**src/rtl/bkup_pkg.sv**
```systemverilog
package bkup_pkg;

    typedef enum logic [2:0] {
        ST_INIT    = 3'd0,
        ST_NORMAL  = 3'd1,
        ST_DWELL   = 3'd2,
        ST_HOLD    = 3'd3,
        ST_RESTORE = 3'd4
    } mode_e;

    typedef struct packed {
        logic chg_en;
        logic gate_dis;
        logic cp_en;
        logic boost_en;
        logic in_pd;
    } ctrl_t;

    function automatic ctrl_t decode_mode(mode_e m);
        ctrl_t c;
        c = '0;
        case (m)
            ST_NORMAL: begin
                c.chg_en = 1'b1;
                c.cp_en  = 1'b1;
            end
            ST_DWELL: begin
                c.gate_dis = 1'b1;
                c.boost_en = 1'b1;
                c.in_pd    = 1'b1;
            end
            ST_HOLD: begin
                c.gate_dis = 1'b1;
                c.boost_en = 1'b1;
            end
            ST_RESTORE: begin
                c.cp_en    = 1'b1;
                c.boost_en = 1'b1;
            end
            default: begin
                c.gate_dis = 1'b1;
            end
        endcase
        return c;
    endfunction

endpackage

```
**src/rtl/bkup_sync.sv**
```systemverilog
module bkup_sync #(
    parameter int   STAGES  = 2,
    parameter logic RST_VAL = 1'b0
) (
    input  logic clk,
    input  logic rst,
    input  logic din,
    output logic dout
);
    logic [STAGES-1:0] chain_d, chain_q;

    generate
        if (STAGES == 1) begin : g_single
            always_comb chain_d = din;
        end else begin : g_chain
            always_comb chain_d = {chain_q[STAGES-2:0], din};
        end
    endgenerate

    always_ff @(posedge clk) begin
        if (rst) chain_q <= {STAGES{RST_VAL}};
        else     chain_q <= chain_d;
    end

    assign dout = chain_q[STAGES-1];
endmodule

```
**src/rtl/bkup_dwell_timer.sv**
```systemverilog
module bkup_dwell_timer #(
    parameter int DWELL_CYC = 25_000_000
) (
    input  logic clk,
    input  logic rst,
    input  logic run,
    output logic done
);
    localparam int CNT_W = (DWELL_CYC > 1) ? $clog2(DWELL_CYC) : 1;
    localparam logic [CNT_W-1:0] LAST = CNT_W'(DWELL_CYC - 1);

    logic [CNT_W-1:0] cnt_d, cnt_q;

    always_comb begin
        done  = run && (cnt_q == LAST);
        cnt_d = cnt_q;
        if (!run)      cnt_d = '0;
        else if (!done) cnt_d = cnt_q + 1'b1;
    end

    always_ff @(posedge clk) begin
        if (rst) cnt_q <= '0;
        else     cnt_q <= cnt_d;
    end
endmodule

```
**src/rtl/bkup_fsm.sv**
```systemverilog
module bkup_fsm
    import bkup_pkg::*;
#(
    parameter int SYNC_STAGES = 2
) (
    input  logic  clk,
    input  logic  rst,
    input  logic  pf_s,
    input  logic  gg_s,
    input  logic  tmr_done,
    output logic  tmr_run,
    output ctrl_t ctrl
);
    localparam int INIT_W = $clog2(SYNC_STAGES + 1);
    localparam logic [INIT_W-1:0] INIT_LAST = INIT_W'(SYNC_STAGES);

    typedef struct packed {
        mode_e             mode;
        logic [INIT_W-1:0] init_cnt;
    } fsm_t;

    fsm_t cur_q, nxt_d;

    always_comb begin
        nxt_d = cur_q;
        case (cur_q.mode)
            ST_INIT: begin
                if (cur_q.init_cnt == INIT_LAST)
                    nxt_d.mode = pf_s ? ST_DWELL : ST_NORMAL;
                else
                    nxt_d.init_cnt = cur_q.init_cnt + 1'b1;
            end
            ST_NORMAL: begin
                if (pf_s) nxt_d.mode = ST_DWELL;
            end
            ST_DWELL: begin
                if (tmr_done) nxt_d.mode = pf_s ? ST_HOLD : ST_RESTORE;
            end
            ST_HOLD: begin
                if (!pf_s) nxt_d.mode = ST_RESTORE;
            end
            ST_RESTORE: begin
                if (pf_s)      nxt_d.mode = ST_DWELL;
                else if (gg_s) nxt_d.mode = ST_NORMAL;
            end
            default: nxt_d.mode = ST_INIT;
        endcase
    end

    always_ff @(posedge clk) begin
        if (rst) begin
            cur_q.mode     <= ST_INIT;
            cur_q.init_cnt <= '0;
        end else begin
            cur_q <= nxt_d;
        end
    end

    assign tmr_run = (cur_q.mode == ST_DWELL);
    assign ctrl    = decode_mode(cur_q.mode);
endmodule

```
**src/rtl/bkup_mode_seq.sv**
```systemverilog
module bkup_mode_seq
    import bkup_pkg::*;
#(
    parameter int DWELL_CYC   = 25_000_000,
    parameter int SYNC_STAGES = 2
) (
    input  logic clk,
    input  logic rst,
    input  logic pwr_fail_i,
    input  logic gate_good_i,
    output logic chg_en_o,
    output logic gate_dis_o,
    output logic cp_en_o,
    output logic boost_en_o,
    output logic in_pd_o,
    output logic pf_pull_o
);
    logic  pf_s, gg_s, tmr_run, tmr_done;
    ctrl_t ctrl;

    bkup_sync #(.STAGES(SYNC_STAGES), .RST_VAL(1'b1)) u_pf_sync (
        .clk(clk), .rst(rst), .din(pwr_fail_i), .dout(pf_s)
    );

    bkup_sync #(.STAGES(SYNC_STAGES), .RST_VAL(1'b0)) u_gg_sync (
        .clk(clk), .rst(rst), .din(gate_good_i), .dout(gg_s)
    );

    bkup_dwell_timer #(.DWELL_CYC(DWELL_CYC)) u_timer (
        .clk(clk), .rst(rst), .run(tmr_run), .done(tmr_done)
    );

    bkup_fsm #(.SYNC_STAGES(SYNC_STAGES)) u_fsm (
        .clk(clk), .rst(rst), .pf_s(pf_s), .gg_s(gg_s),
        .tmr_done(tmr_done), .tmr_run(tmr_run), .ctrl(ctrl)
    );

    assign chg_en_o   = ctrl.chg_en;
    assign gate_dis_o = ctrl.gate_dis;
    assign cp_en_o    = ctrl.cp_en;
    assign boost_en_o = ctrl.boost_en;
    assign in_pd_o    = ctrl.in_pd;
    assign pf_pull_o  = pf_s;
endmodule

```
**config.mk**
```make
export PLATFORM = sky130hd
export DESIGN_NAME = bkup_mode_seq
export DESIGN_NICKNAME = d
export VERILOG_FILES = /design/src/rtl/bkup_pkg.sv /design/src/rtl/bkup_sync.sv /design/src/rtl/bkup_dwell_timer.sv /design/src/rtl/bkup_fsm.sv /design/src/rtl/bkup_mode_seq.sv
export SDC_FILE = /design/constraint.sdc
export NUM_CORES = 1
export LEC_CHECK = 0
export CORE_MARGIN = 5
export CORE_UTILIZATION = 60
export CTS_CLUSTER_SIZE = 10
export DETAILED_ROUTE_END_ITERATION = 8
export DONT_BUFFER_PORTS = 1
export PLACE_DENSITY = 0.76
export SYNTH_ARGS = -nofsm -noshare
export SYNTH_HDL_FRONTEND = slang
export SYNTH_HIERARCHICAL = 1
export SYNTH_SLANG_ARGS = --single-unit
```
**constraint.sdc**
```tcl
create_clock -name clk -period 2.5 [get_ports clk]
set_input_delay 0.5 -clock clk [delete_from_list [all_inputs] [get_ports clk]]
set_output_delay 0.5 -clock clk [all_outputs]
set_load 0.05 [all_outputs]
```
# Yosys cells after proc, flatten, opt, wreduce, memory -nomap -nowiden

Cells that the tools add are included.
W data, S select, Z words.

Register bits: 34
Latch bits: 0
Memory bits (writable): 0
Bits in read-only memories: 0
Input port bits: 4
Output and inout port bits: 6
Logic and storage cells: 41
Memories: 0

Add/sub/neg operators: 2
Multiply operators: 0
Divide/modulo/power cells: 0
Magnitude comparators: 0
Equal/unequal tests: 11
Shifts and indexed selects: 0
Muxes and demuxes: 14
Bitwise gates (word level): 2
Reductions and logical operators: 7

Operators with widths:

| operator                | number |
|---|---|
| $add A25 B1 Y25 const B | 1 |
| $eq A25 B25 Y1 const B  | 1 |
| $mux W3                 | 7 |
| $pmux W3 S5             | 1 |
| $eq A3 B2 Y1 const B    | 2 |
| $ne A2 B2 Y1 const B    | 3 |
| $mux W1                 | 5 |
| $reduce_and A5 Y1       | 1 |
| $reduce_or A2 Y1        | 2 |
| $eq A3 B1 Y1 const B    | 1 |
| $eq A3 B3 Y1 const B    | 1 |
| $logic_not A3 Y1        | 1 |
| $ne A3 B3 Y1 const B    | 1 |
| $reduce_or A3 Y1        | 1 |
| $add A2 B1 Y2 const B   | 1 |
| $eq A2 B2 Y1 const B    | 1 |
| $mux W2                 | 1 |
| $ne A2 B1 Y1 const B    | 1 |
| $not A1 Y1              | 2 |
| $reduce_and A2 Y1       | 1 |
| $logic_and A1 B1 Y1     | 1 |

# Logic depth before layout (Yosys ltp)

Gate-level depths: netlist of run 1.

Depth after elaboration: 4
Depth in mapped cells: 10
Gate-level depth less buffers: 9

# Hierarchy

The synthesis of run 1 kept the hierarchy.

Modules (own cells, without submodules):

| module           | times used | cells an instance | area an instance (um2) | sequential area each (um2) |
|---|---|---|---|---|
| bkup_dwell_timer | 1          | 146               | 1,253.7                | 500.5 |
| bkup_fsm         | 1          | 45                | 345.3                  | 100.1 |
| bkup_sync        | 2          | 4                 | 52.6                   | 40.0 |

# Least setup slack after synthesis of run 1

OpenSTA, ideal clock, no wires.

Kind: reg-to-output
From: register u_fsm/cur_q[2] (netlist bit)
To: output port gate_dis_o
Data arrival time: 1.844 ns
Required time: 2.000 ns
Setup slack: 0.156 ns
Stages on the path, launching flop included: 5
Buffers on the path: 0
Path through: dfxtp_1 > inv_1 > nand2_1 > a21oi_1 > inv_1

Cells in the longest elaborated chain, start to end: 3
Elaborated cells between the ends (all ways): 4
Those cells by class: eq/ne: 2; mux: 1; reduce/logical: 1

RTL lines:

| item                                                | RTL line            | RTL |
|---|---|---|
| start: declaration                                  | bkup_fsm.sv:22      | `fsm_t cur_q, nxt_d;` |
| start signal: assignment                            | bkup_fsm.sv:55      | `cur_q <= nxt_d;` |
| $eq A3 B1 Y1 / $eq A3 B3 Y1 (equally long branches) | bkup_pkg.sv:22      | `case (m)` |
| $reduce_or A2 Y1 (no source line) (*)               | -                   |  |
| $mux W1 (*)                                         | bkup_pkg.sv:22      |  |
| end: declaration                                    | bkup_mode_seq.sv:12 | `output logic gate_dis_o,` |

Mark *: on every way between the ends. The rest lies on a longest branch, timed or not.

# Final worst setup path of run 1

From: register u_fsm/cur_q[4] (netlist bit)
To: register u_fsm/cur_q[3] (netlist bit)

Cells in the longest elaborated chain, start to end: 4
Elaborated cells between the ends (all ways): 13
Those cells by class: eq/ne: 9; mux: 1; reduce/logical: 3

RTL lines:

| item                               | RTL line               | RTL |
|---|---|---|
| $eq A3 B2 Y1                       | bkup_fsm.sv:59         | `assign tmr_run = (cur_q.mode == ST_DWELL);` |
| $logic_and A1 B1 Y1                | bkup_dwell_timer.sv:15 | `done = run && (cnt_q == LAST);` |
| named net tmr_done                 | bkup_mode_seq.sv:18    | `logic pf_s, gg_s, tmr_run, tmr_done;` |
| $ne A2 B2 Y1 (no source line)      | -                      |  |
| $reduce_and A5 Y1 (no source line) | -                      |  |

The timed path passes the listed nets, and every way through them passes these cells.
A chain may end at the register's enable or synchronous reset.

==> results of run 1 <==
-- how the worst max path moves through the flow --
stage	endpoint	slack, ps	depth (start not counted)
finish	u_fsm/cur_q[3]	290	9
global route	u_fsm/cur_q[4]	90	8
CTS	u_fsm/cur_q[3]	320	9
detailed placement	u_fsm/cur_q[3]	360	9
global placement	u_fsm/cur_q[3]	430	7
floorplan	gate_dis_o	160	4
-- power groups by stage --
stage	registers [uW]	clock network (uW)	logic, uW
after detailed placement	610	0	323
after floorplan	603	0	260
after global routing	604	446	350
final	597	401	325
after CTS	598	414	324
after global placement	608	0	312
-- state kept, by name, summed over array words and instances (netlist names) --
register           flops
u_fsm/cur_q            5
u_gg_sync/chain_q      2
u_pf_sync/chain_q      2
u_timer/cnt_q         25
-- synthesized netlist by cell type (2+ instances only) --
cell type | count | area share
a21bo_2 | 2 | 0.012
a21oi_1 | 17 | 0.050
a31oi_1 | 3 | 0.011
and2_1 | 2 | 0.0073
and3_1 | 2 | 0.0073
and4_1 | 4 | 0.021
clkbuf_1 | 2 | 0.0044
dfxtp_1 | 34 | 0.40
ha_1 | 2 | 0.015
inv_1 | 6 | 0.013
mux2i_1 | 4 | 0.023
nand2_1 | 13 | 0.029
nand2b_1 | 4 | 0.015
nand3_1 | 11 | 0.032
nand3b_1 | 2 | 0.0088
nand4_1 | 11 | 0.040
nor2_1 | 17 | 0.037
nor2b_1 | 3 | 0.011
nor3_1 | 3 | 0.0088
nor4_1 | 4 | 0.015
o21ai_0 | 12 | 0.035
o31ai_1 | 2 | 0.0088
or2_1 | 2 | 0.0073
or2b_1 | 2 | 0.0088
or3_1 | 4 | 0.015
or4_1 | 2 | 0.0088
xnor2_1 | 5 | 0.026
xor2_1 | 4 | 0.021
-- kinds of logic after synthesis --
kind of cell | count (synthesis) | share of synthesized area
and+or+nand+nor | 97 | 0.3370
DFF | 34 | 0.3994
buffers and inverters | 10 | 0.02496
muxes | 4 | 0.02350
AOI/OAI and AO/OA | 42 | 0.1483
xor gates and xnor gates | 9 | 0.04625
adders and majority gates | 3 | 0.02056
-- stage by stage --
step	utilization	power [uW]	instance area [um^2]	hold WS (ps)
finish	0.6847	1324	1872	233.7
global route	0.6847	1400	1872	192.9
CTS	0.6847	1336	1872	217.5
detailed placement	0.6549	932.9	1790	406.3
global placement	0.6549	919.6	1790	391.9
floorplan	-	863.1	1704	383.2
-- per-layer routing --
metal	up-vias	wire, um	share of wire	track usage
met5	-	0	0	0
met4	0	77	0.022	0.08571
met3	7	123	0.035	0.04973
met2	27	1801	0.51	0.3397
met1	731	1535	0.43	0.2196
li1	757	-	-	-
-- layout make-up --
cell class              instances  area (um^2)  area share
multi-input cells             155        980.9      0.5241
flip-flops and latches         34        680.7      0.3636
repair buffers                  9        67.56     0.03610
clock buffers                   6        51.30     0.02741
well taps                      31        38.79     0.02072
clock inverters                 1        30.03     0.01604
inverters                       6        22.52     0.01203
-- cell usage in the layout (no fill, tap or decap), types with 2 or more instances in the layout --
cell      count
ha_1          2
or4_1         2
nand2b_1      4
inv_1         6
clkbuf_4      5
a21oi_1      17
nand3b_1      2
nand4_1      11
or2_1         2
nand2_1      13
nor2_1       17
a31oi_1       3
xnor2_1       5
nor3_1        3
o21ai_0      11
nor4_1        4
nor2b_1       3
xor2_1        4
o31ai_1       2
dfxtp_1      34
mux2i_1       4
nand3_1      11
a21bo_2       2
buf_4         9
and2_1        2
or3_1         4
and4_1        4
or2b_1        2
and3_1        2
==> results.md, run 1 <==
* CTS tree: yes
* Crit Path Max Fanout at 8
* Area grow syn2layout at 9.839%
* Net switching share of the total power at 0.3055
* Worst r2r dst: u_fsm/cur_q[3]
* Drt via density at 6.289
* H-tree lvl count at 2
* Final Skew at 4.119 ps
* Fillers at 224
* Largest delay share family, worst path: simple AND/OR/NAND/NOR gates
* Fin. max-slew vios at 0
* First-pass GRT wire length at 6.285 mm
* Total placed cells including tap cells at 235
* Final setup margin at 287.4 ps
* Vias in the first global route at 1,445
* Post-CTS resize count at 0
* Max_slew headroom at 0.4834
* Cell Area, Synth at 1704 um^2
* Tcrit/Tclk final at 0.8850
* Max Root-Sink Buffers at 2
* Combinational share of power at 0.246
* Measured slew at the worst slew-check pin at 774.8 ps
* Synth async-reset ratio at 0
* Total internal power at 919.2 uW
* Diode count at 0
* Initial DRC count at 115
* CORE AREA at 2734 um^2
* Pin count of the biggest net entering global routing at 21
* Count of cell types in the netlist at 48
* Hold Path Cell Cnt at 1
* Register area share after synthesis at 0.3994
* Placement Rows at 19
* Number of max-cap violations at 0
* Non-Filler Instances at 242
* Psw at 404.3 uW
* Setup bufs post-CTS at 0
* WP data arrival at 2450 ps
* Die Y at 63.30 um
* Die Wd at 63.30 um
* Syn nets at 205
* R2R Path Start: u_fsm/cur_q[4]
* Number of synthesized flops with an enable pin at 0
* R2R depth at 9
* Pre-CTS WS at 363.9 ps
* WL/cell at 14.62 um
* Global route overflow at 0
* Wirelength, routed at 3.537 mm
* GRT Total Usage at 0.1940
* Final hold violations at 0
* Worst setup EP type: register
* Clock share of power at 0.303
* Total Negative Setup Slacks at 0 ps
* Slowest CP cell: dfxtp_1
* Initial antenna violation count at 0
* Share of cells above drive strength 1 at 0.1280
* Clk sinks at 34
* Cell area power density at 707.1 nW/um^2
* RSZ-0062 raised after global routing: no
* Clock root cell: clkbuf_4
* Flop2flop setup slack at 290 ps
* Finish-stage setup viols at 0
* Crit. Startpoint: u_fsm/cur_q[4]
* Cts bufs inserted at 5
* Clock-pin slew on the worst setup and hold paths at 90 ps
* Hold-fix buffers, CTS at 0
* Routed Antenna Nets at 0
* Die area at 4006 um^2
* Port-buffer cells at 0
* Final min period at 2213 ps
* Critical Path Max Stage Delay at 380 ps
* Maximum VDD drop at 0.0007198 V
* GPL Wtd Cong at 0.8431
* Status: finished, final reports clean
* Synth Area per Inst at 8.563 um^2
* Flop pwr share at 0.451
* Post-DP HPWL at 2.670 mm
* CP startpoint kind: register
* Synth Flop Type: dfxtp_1
* Vias post-DR at 1,522
* WP buf/inv at 0
* Starting density of the core at 0.6233
* Nets@finish at 217
* Hold Path Origin: rst
* FMAX at 0.4520 GHz
* Remaining DRCs at 0
* Hold EP: u_gg_sync/chain_q[1]
* Post-Syn Instances at 199
* Crit Path Class: reg -> reg
* Clock latency on the worst-skew pair at 320 ps
* Ports at 10
* Leakage at 0.0006081 uW
* CP Data Required Time at 2730 ps
* Synthesis warning total at 6
* Crit-path cells: nand2b_1 > nor2_1 > nand4_1 > nor3_1 > and2_2 > mux2i_1 > a31oi_2 > a21oi_1 > a311oi_1
* Register bit count reported by yosys at 34
* Hold crit path type: in -> reg
* Initial DRT Pass Iterations at 4
No activity file was read; power rests on OpenSTA's default activity.
==> run 2: changes to the inputs <==
--- a/config.mk
+++ b/config.mk
@@ -6,11 +6,10 @@
 export NUM_CORES = 1
 export LEC_CHECK = 0
 export CORE_MARGIN = 5
-export CORE_UTILIZATION = 60
+export CORE_UTILIZATION = 45
 export CTS_CLUSTER_SIZE = 10
 export DETAILED_ROUTE_END_ITERATION = 8
 export DONT_BUFFER_PORTS = 1
-export PLACE_DENSITY = 0.76
 export SYNTH_ARGS = -nofsm -noshare
 export SYNTH_HDL_FRONTEND = slang
 export SYNTH_HIERARCHICAL = 1
==> run 2 against run 1 <==
  * Sequential power barely moved
  * Worst setup slack improved by 20 ps
  * Sequential share of layout area fell by 0.74 points
  * Fmax rose by 0.91%
  * Largest power group unchanged
  * Clock-buffer cell count rose by 1
  * Critical path depth fell by 2
  * Highest routed layer unchanged
  * Cell area rose by 2.1%
  * First-iteration DRC count fell by 38%
  * Register-to-register slack improved by 20 ps
==> results.md, run 2 (synthesis results as in run 1) <==
* GRT Total Usage at 0.1462
* Initial antenna violation count at 0
* Fin. max-slew vios at 0
* WP data arrival at 2390 ps
* Most flops, register: u_timer/cnt_q
* Finish-stage setup viols at 0
* RSZ-0062 raised after global routing: no
* CP Data Required Time at 2700 ps
* Placement Rows at 22
* Die Y at 71.54 um
* CP startpoint kind: register
* Initial DRT Pass Iterations at 4
* Clock latency on the worst-skew pair at 280 ps
* Pre-CTS WS at 332.5 ps
* Initial DRC count at 71
* Crit-path cells: or4b_4 > nor4_4 > and2_2 > mux2i_1 > a31oi_2 > a21oi_1 > a311oi_1
* Total Negative Setup Slacks at 0 ps
* Clock root cell: clkbuf_8
* First-pass GRT wire length at 6.023 mm
* Commonest non-fill, non-tap cells in the layout: 34 x dfxtp_1, 17 x nor2_1, 17 x a21oi_1, 13 x nand2_1
* Multi-input logic area at 980.9 um^2
* CORE AREA at 3661 um^2
* Fillers at 343
* Die Wd at 71.54 um
* Routed Antenna Nets at 0
* Ports at 10
* Setup bufs post-CTS at 0
* Net switching share of the total power at 0.3172
* Hold-fix buffers, CTS at 0
* Diode count at 0
* Combinational share of power at 0.244
* Largest delay share family, worst path: simple AND/OR/NAND/NOR gates
* Hold crit path type: in -> reg
* Nets@finish at 218
* Area grow syn2layout at 12.11%
* Clk sinks at 34
* Flop pwr share at 0.446
* Final Skew at 5.291 ps
* Post-DP HPWL at 2.565 mm
* Crit Path Class: reg -> reg
* H-tree lvl count at 2
* Total internal power at 912.4 uW
* Seq. cell area at 680.7 um^2
* Post-CTS resize count at 0
* Final min period at 2193 ps
* Area after DPL at 1819 um^2
* Cell area power density at 699.4 nW/um^2
* Maximum VDD drop at 0.0002780 V
* Critical Path Max Stage Delay at 580 ps
* Measured slew at the worst slew-check pin at 787.5 ps
* Psw at 423.9 uW
* Port-buffer cells at 0
* Final setup margin at 307.5 ps
* Pin count of the biggest net entering global routing at 21
* Drt via density at 5.651
* Final hold violations at 0
* Crit Path Max Fanout at 6
* Die area at 5118 um^2
* Starting density of the core at 0.4655
* WL/cell at 13.75 um
* Remaining DRCs at 0
* Max_slew headroom at 0.4750
* CTS tree: yes
* Vias post-DR at 1,475
* Vias in the first global route at 1,389
* Slowest CP cell: or4b_4
* Max reg flops at 25
* Final instance area at 1911 um^2
* Commonest non-fill, non-tap cell in the layout: dfxtp_1
* Tcrit/Tclk final at 0.8770
* Max Root-Sink Buffers at 2
* GPL Wtd Cong at 0.8074
* Wirelength, routed at 3.590 mm
* Number of max-cap violations at 0
* Cts bufs inserted at 5
* WP buf/inv at 0
* Leakage at 0.0006174 uW
* Clock share of power at 0.310
* Top Registers: u_timer/cnt_q x25, u_fsm/cur_q x5
* Clock-pin slew on the worst setup and hold paths at 70 ps
* Worst setup EP type: register
* Status: finished, final reports clean
* FMAX at 0.4561 GHz
* Global route overflow at 0
* Share of cells above drive strength 1 at 0.1315
[run 2: cell types whose count changed in the layout (fill, tap and decap cells not counted)]
| cell | change |
|---|---|
| bufinv_16 | -1 |
| clkbuf_8 | +5 |
| buf_4 | +1 |
| clkbuf_4 | -5 |
| clkbuf_1 | +1 |
| clkinv_2 | +1 |
[run 2: path summary, 6_finish.rpt]
check / startpoint / to / slack, ps / cells past startpoint
worst max-delay path: u_timer/cnt_q[15] / u_fsm/cur_q[3] / 310 / 7
worst min-delay path: rst / u_gg_sync/chain_q[0] / 280 / 1
worst max register to register: u_timer/cnt_q[15] / u_fsm/cur_q[3] / 310 / 7
worst min register to register: u_pf_sync/chain_q[0] / u_pf_sync/chain_q[1] / 410 / 1
[run 2: area by class of cell]
type / instances / area share
multi-input combinational: 155 / 0.5134
tap: 48 / 0.03143
clock inverter: 1 / 0.002620
timing repair buffer: 10 / 0.03929
sequential: 34 / 0.3563
inverter: 6 / 0.01179
clock buffer: 7 / 0.04519
[run 2: worst reg2reg max path: cells and delay by family, from the launching register on]
kind,cells,cell delay (ps)
simple gates,3,1040
compound gates,3,630
flops,1,360
mux,1,70
[run 2: per-layer routing]
metal | part of all wire | vias to the layer above | GRT usage
met5 | 0 | - | 0
li1 | - | 761 | -
met1 | 0.47 | 673 | 0.1711
met2 | 0.46 | 36 | 0.2378
met3 | 0.053 | 5 | 0.04769
met4 | 0.018 | 0 | 0.07516
[run 2: power groups by stage]
stage,Combinational (uW),Clock (uW),Sequential [uW]
floorplan,260,0,603
global placement,317,0,608
detailed placement,325,0,609
CTS,326,427,597
global route,353,453,601
finish,326,414,597
[run 2: metrics by stage]
stage	utilization	instances	power [uW]	hold WS (ps)
floorplan	-	199	863.1	383.2
global placement	0.4969	253	924.8	384.8
detailed placement	0.4969	253	934.1	399.0
CTS	0.5219	261	1349	264.4
global route	0.5219	261	1406	256.4
finish	0.5219	261	1336	276.3
